===== config.mk =====
export PLATFORM = sky130hd
export DESIGN_NAME = vec_override
export DESIGN_NICKNAME = d
export VERILOG_FILES = /design/src/rtl/vec_override_pkg.sv /design/src/rtl/vec_override_ctrl.sv /design/src/rtl/vec_override_dp.sv /design/src/rtl/vec_override.sv
export SDC_FILE = /design/constraint.sdc
export NUM_CORES = 1
export LEC_CHECK = 0
export BUFFER_PORTS_ARGS = -buffer_cell sky130_fd_sc_hd__buf_4
export CAP_MARGIN = 20
export CORE_AREA = 4 4 47 49
export CTS_CLUSTER_SIZE = 40
export DETAILED_ROUTE_END_ITERATION = 16
export DIE_AREA = 0 0 51 53
export PLACE_DENSITY_LB_ADDON = 0.05
export SETUP_SLACK_MARGIN = 0.15
export SYNTH_ARGS = -nofsm -noshare
export SYNTH_HDL_FRONTEND = slang
export SYNTH_SLANG_ARGS = --single-unit

===== constraint.sdc =====
create_clock -name clk -period 2.05 [get_ports clk]
set_input_delay 0.205 -clock clk [delete_from_list [all_inputs] [get_ports clk]]
set_output_delay 0.205 -clock clk [all_outputs]
set_load 0.005 [all_outputs]

===== src/rtl/vec_override_pkg.sv =====
package vec_override_pkg;

  typedef enum logic [1:0] {
    ST_IDLE   = 2'd0,
    ST_ARMED  = 2'd1,
    ST_FINISH = 2'd2
  } ovrState_e;

  // strobes from control to datapath
  typedef struct packed {
    logic enHigh;
    logic enLow;
  } ovrStrobe_t;

endpackage


===== src/rtl/vec_override_ctrl.sv =====
module vec_override_ctrl
  import vec_override_pkg::*;
#(
  parameter int SYNC_STAGES = 2
) (
  input  logic       clk,
  input  logic       rstN,
  input  logic       monBtn,
  input  logic       busValid,
  input  logic       busRead,
  input  logic       hitLow,
  output ovrStrobe_t ctlStr,
  output logic       armed
);

  localparam int SYNC_MSB = SYNC_STAGES - 1;

  logic [SYNC_MSB:0] syncQ;
  logic              btnPrev;
  logic              btnRise;
  ovrState_e         state, stateNext;

  always_ff @(posedge clk) begin
    if (!rstN) begin
      syncQ   <= '0;
      btnPrev <= 1'b0;
    end else begin
      syncQ   <= {syncQ[SYNC_MSB-1:0], monBtn};
      btnPrev <= syncQ[SYNC_MSB];
    end
  end

  assign btnRise = syncQ[SYNC_MSB] & ~btnPrev;

  always_comb begin
    stateNext = state;
    unique case (state)
      ST_IDLE:   if (btnRise)   stateNext = ST_ARMED;
      ST_ARMED:  if (hitLow)    stateNext = ST_FINISH;
      ST_FINISH: if (!busValid) stateNext = ST_IDLE;
      default:                  stateNext = ST_IDLE;
    endcase
  end

  always_ff @(posedge clk) begin
    if (!rstN) state <= ST_IDLE;
    else       state <= stateNext;
  end

  assign ctlStr.enHigh = (state == ST_ARMED);
  assign ctlStr.enLow  = (state == ST_ARMED) || (state == ST_FINISH);
  assign armed         = (state != ST_IDLE);


  arm_from_button_chk: assert property (@(posedge clk) disable iff (!rstN)
    $rose(armed) |-> $past(btnRise));


  release_disarms_chk: assert property (@(posedge clk) disable iff (!rstN)
    (state == ST_FINISH && !busValid) |=> !armed);


  write_keeps_arm_chk: assert property (@(posedge clk) disable iff (!rstN)
    (state == ST_ARMED && busValid && !busRead) |=> armed);

endmodule


===== src/rtl/vec_override_dp.sv =====
module vec_override_dp
  import vec_override_pkg::*;
#(
  parameter int                  ADDR_W     = 24,
  parameter int                  DATA_W     = 16,
  parameter logic [ADDR_W-1:0]   VEC_OFFSET = 'h7C,
  parameter logic [2*DATA_W-1:0] ENTRY_ADDR = 'h00A0000C
) (
  input  logic              clk,
  input  logic              rstN,
  input  logic [ADDR_W-1:1] busAddr,
  input  logic              busValid,
  input  logic              busRead,
  input  logic              busUds,
  input  logic              busLds,
  input  ovrStrobe_t        ctlStr,
  output logic              hitLow,
  output logic              ramInhibit,
  output logic [DATA_W-1:0] ovrData
);

  localparam logic [ADDR_W-1:1] HI_WORD  = VEC_OFFSET[ADDR_W-1:1];
  localparam logic [ADDR_W-1:1] LO_WORD  = HI_WORD + 1'b1;
  localparam logic [DATA_W-1:0] HI_VALUE = ENTRY_ADDR[2*DATA_W-1:DATA_W];
  localparam logic [DATA_W-1:0] LO_VALUE = ENTRY_ADDR[DATA_W-1:0];

  logic readCycle;
  logic hitHigh;

  assign readCycle  = busValid & busRead & (busUds | busLds);
  assign hitHigh    = readCycle & ctlStr.enHigh & (busAddr == HI_WORD);
  assign hitLow     = readCycle & ctlStr.enLow  & (busAddr == LO_WORD);
  assign ramInhibit = hitHigh | hitLow;

  always_comb begin
    ovrData = '0;
    if (hitHigh)     ovrData = HI_VALUE;
    else if (hitLow) ovrData = LO_VALUE;
  end


  inhibit_only_read_chk: assert property (@(posedge clk) disable iff (!rstN)
    ramInhibit |-> (busValid && busRead));


  data_quiet_chk: assert property (@(posedge clk) disable iff (!rstN)
    !ramInhibit |-> (ovrData == '0));


  strobe_needed_chk: assert property (@(posedge clk) disable iff (!rstN)
    (!busUds && !busLds) |-> !ramInhibit);

endmodule


===== src/rtl/vec_override.sv =====
module vec_override
  import vec_override_pkg::*;
#(
  parameter int                  ADDR_W      = 24,
  parameter int                  DATA_W      = 16,
  parameter int                  SYNC_STAGES = 2,
  parameter logic [ADDR_W-1:0]   VEC_OFFSET  = 'h7C,
  parameter logic [2*DATA_W-1:0] ENTRY_ADDR  = 'h00A0000C
) (
  input  logic              clk,
  input  logic              rstN,
  input  logic              monBtn,
  input  logic [ADDR_W-1:1] busAddr,
  input  logic              busValid,
  input  logic              busRead,
  input  logic              busUds,
  input  logic              busLds,
  output logic              ramInhibit,
  output logic [DATA_W-1:0] ovrData,
  output logic              armed
);

  ovrStrobe_t ctlStr;
  logic       hitLow;

  vec_override_ctrl #(.SYNC_STAGES(SYNC_STAGES)) u_ctrl (
    .clk(clk), .rstN(rstN), .monBtn(monBtn), .busValid(busValid),
    .busRead(busRead), .hitLow(hitLow), .ctlStr(ctlStr), .armed(armed)
  );

  vec_override_dp #(
    .ADDR_W(ADDR_W), .DATA_W(DATA_W),
    .VEC_OFFSET(VEC_OFFSET), .ENTRY_ADDR(ENTRY_ADDR)
  ) u_dp (
    .clk(clk), .rstN(rstN), .busAddr(busAddr), .busValid(busValid),
    .busRead(busRead), .busUds(busUds), .busLds(busLds), .ctlStr(ctlStr),
    .hitLow(hitLow), .ramInhibit(ramInhibit), .ovrData(ovrData)
  );

endmodule


==> results summary <==
The largest net degree at the start of global routing came out at 9. The global routing usage summed across all routing layers is 0.09518. Dividing the detail-routed via count by the number of cells gives 4.157. In this run the critical register-to-register path is captured at u_ctrl.state[0]. Along the worst hold path, the cell count comes to 2. The final count of pins violating max slew came out at 0.

The sum of negative setup slack came out at 0 ns. In this run the tool buffered the top-level ports with 35 buffer cells. After detailed routing, the average wire length per cell comes to 10.39 um. The die covers around 0.0027 mm2. The residual overflow from global routing is 0. The tool flagged a number of max-cap violations equal to 0.

The netlist area before placement is 519.2 um2. The setup slack of the worst register-to-register path is approximately 0.33 ns. The share of the Yosys chip area taken by registers is 0.1928. The number of antenna-violating nets in the routed design is 0. The number of antenna violations at the first check in global routing is 0. The first-pass detailed-route iteration total is 3.

The flow ran to the end, and the final reports show no timing, DRC or antenna violations. The final worst-path cycle share came out at 0.8691. The number of violations reported at the end of detailed-routing iteration 0 came out at 2. The register area is 101.3 um2. The first-pass GRT wire length came out at 2.014 mm. At the worst endpoint, the required time is 1.85 ns. The startpoint of the lowest-slack register-to-register path is u_ctrl.state[1]. The post-route DRC violation count came out at 0. Sorting the synthesized cells by area gives the leading types as buf_4 22%, dfxtp_1 19%, ha_1 9.6%. On the worst path, the slowest cell contributes a delay of approximately 0.37 ns. Among all cell types in the netlist, the one instantiated most often is buf_4.

The worst hold-check path type is in2reg. Setup repair after global routing left no endpoint under its margin. The final critical path time including I/O delays and setup is roughly 1.8 ns. The total of warnings raised by yosys is 0. The cell count after synthesis came out at 62. The final hold violation count is 0. The area of combinational cells with multiple inputs is 335.3 um2.

The tree is rooted in a clkbuf_4. The share of async-settable or async-resettable flops after synthesis is 0. The number of enable-type register cells in the synthesized netlist is 0. Of the total power, combinational logic draws 0.452.

The number of rows in the core area came out at 16. The HPWL reported at the end of detailed placement came out at between 1 and 1.5 mm. The worst hold path terminates at u_ctrl.syncQ[0].

The peak fanout along the critical path is 4. The clock latency at the later pin of the worst-skew pair is 0.23 ns. Among all flip-flop cells after synthesis, the most frequent one is dfxtp_1.

The total chip power came out at 0.4280 mW. The I/O pin count came out at 48. The critical path is of the reg2out type. The layout filler cell count is 210. In this run the number of H-tree levels came out at 1. Summed over all nets, the switching power comes to 0.1402 mW. Walking the worst path, the cells encountered are inv_1 -> ha_1 -> and4_1 -> nand4_1 -> nor2_2 -> buf_4.

The top cell type's share of synthesized area came out at 0.2169. The static leakage came out at 0.3834 nW. The switching power share of the total came out at 0.3274. The peak supply drop came out at 354.9 uV. The number of diodes added for antenna fixing is 0. The arrival time of data at the critical path endpoint came out at 1.58 ns. The layout net count is 135.

Dividing total power by cell area gives a power density of 537.0 mW/mm2. For this design, the slowest cell found on the critical path is dfxtp_1. The total number of vias came out at about 530. Static timing analysis puts the maximum clock frequency at 561.3 MHz. The via count of the first global-routing pass is 494. The number of distinct library cells after synthesis came out at 24. The final RePlAce weighted congestion came out at 0.7311. The worst setup path is launched from a flip-flop. The maximum count of clock buffers along a single path came out at 2. The worst setup path is captured at a primary output.

The internal portion of the total power is 0.2879 mW. The clock buffer count from CTS came out at 3. The total wire length after detailed routing is about 1.3 mm. The start point of the worst hold path is monBtn. The biggest area contributor in the post-synthesis netlist is buf_4. The largest clock skew in the final design came out at 0.0004397 ns. The core area is 0.001862 mm2.

The clock slew at the register clock pins of the worst setup and hold paths is 0.04 ns. The die is 53 um tall. The synthesized area per cell came out at 8.375 um2.

The total clock sinks came out at 5. The share of power burned in registers is 0.292. Setup violations remaining at the end of the flow were counted as 0. TritonCTS built the clock tree. The synthesis-to-layout area growth is 53.49%. For this configuration, the core starts out at a cell density of 0.2789. By count the netlist is led by 15 x buf_4, 5 x dfxtp_1, 4 x ha_1, 4 x inv_1. The die width is 51 um. The proportion of layout cells with a drive suffix above 1 is 0.4700. The synthesized design contains 5 register bits.

The share of total power dissipated in the clock network is 0.256. Measured in cells, the most critical reg-to-reg path has a length of 7.
## stage by stage
step	std cells	setup WS, ns	hold slack, ns	instance area [um2]	util
CTS	124	0.1627	0.1713	772.0	0.4147
global route	127	0.1454	0.1834	797.0	0.4281
floorplan	73	0.4612	0.3267	560.5	-
detailed placement	120	0.2013	0.4173	744.5	0.3999
finish	127	0.2683	0.1793	797.0	0.4281
global placement	120	0.2132	0.4169	744.5	0.3999
## per-layer routing
metal / vias up / track usage / part of all wire
met3: 0 / 0.02817 / 0.092
li1: 271 / - / -
met1: 232 / 0.1109 / 0.43
met2: 25 / 0.1609 / 0.48
met5: - / 0 / 0
met4: 0 / 0.04036 / 0
## what timing repair did
action	in CTS	in global routing
hold buffers	0	0
pin swaps	1	3
endpoints found under the setup margin	2	5
resized for setup	1	1
buffers inserted	0	3
## area by class of cell
cell class / count / area share
Inverter: 4 / 0.01884
Clock buffer: 4 / 0.03297
Sequential cell: 5 / 0.1272
Tap cell: 27 / 0.04239
Timing Repair Buffer: 38 / 0.3579
Multi-Input combinational cell: 49 / 0.4207
## state kept, by name, summed over array words and instances (netlist names)
name            count
u_ctrl.btnPrev      1
u_ctrl.syncQ        2
u_ctrl.state        2
## cell usage in the layout, fill, tap and decap left out, drive strengths merged, types with 3 or more instances in the layout
cell type	synthesis	routed
inv	4	4
nand3	3	3
dfxtp	5	5
ha	4	4
nor4	3	3
conb	1	12
clkbuf	0	4
buf	15	38
nor2	3	3
and2	3	3
## kinds of logic (layout without fill, tap and decap cells)
group / count (synthesis) / in the layout / share of synthesized area
other: 1 / 12 / 0.007222
multiplexers: 2 / 2 / 0.03856
adder cells (fa/ha/maj): 4 / 4 / 0.09639
buffers and inverters: 19 / 46 / 0.2458
flip-flops: 5 / 5 / 0.1928
AND/OR/NAND/NOR: 24 / 24 / 0.3084
AO/OA/AOI/OAI: 7 / 7 / 0.1109
## how the worst max path moves through the flow
stage	from	end	slack, ns	depth (start not counted)
floorplan	busAddr[11]	ovrData[5]	0.46	5
global placement	busAddr[11]	ovrData[7]	0.21	6
detailed placement	busAddr[10]	ovrData[7]	0.20	6
CTS	u_ctrl.state[1]	ovrData[3]	0.16	6
global route	busAddr[15]	ovrData[7]	0.15	6
finish	u_ctrl.state[1]	ovrData[2]	0.27	6
## power by group through the flow
stage                     sequential [mW]  clock, mW  combinational (mW)
final                               0.125      0.110               0.193
after global routing                0.127      0.125               0.219
after CTS                           0.125      0.116               0.196
after detailed placement            0.125          0               0.194
after floorplan                     0.122          0               0.129
after global placement              0.126          0               0.196
## critical path, delay by kind of cell (launching register included)
family | cells | cell delay, ns
buffers and inverters | 2 | 0.23
and+or+nand+nor | 3 | 0.45
DFF | 1 | 0.37
adders and majority gates | 1 | 0.30
No activity file was read; power rests on OpenSTA's default activity.
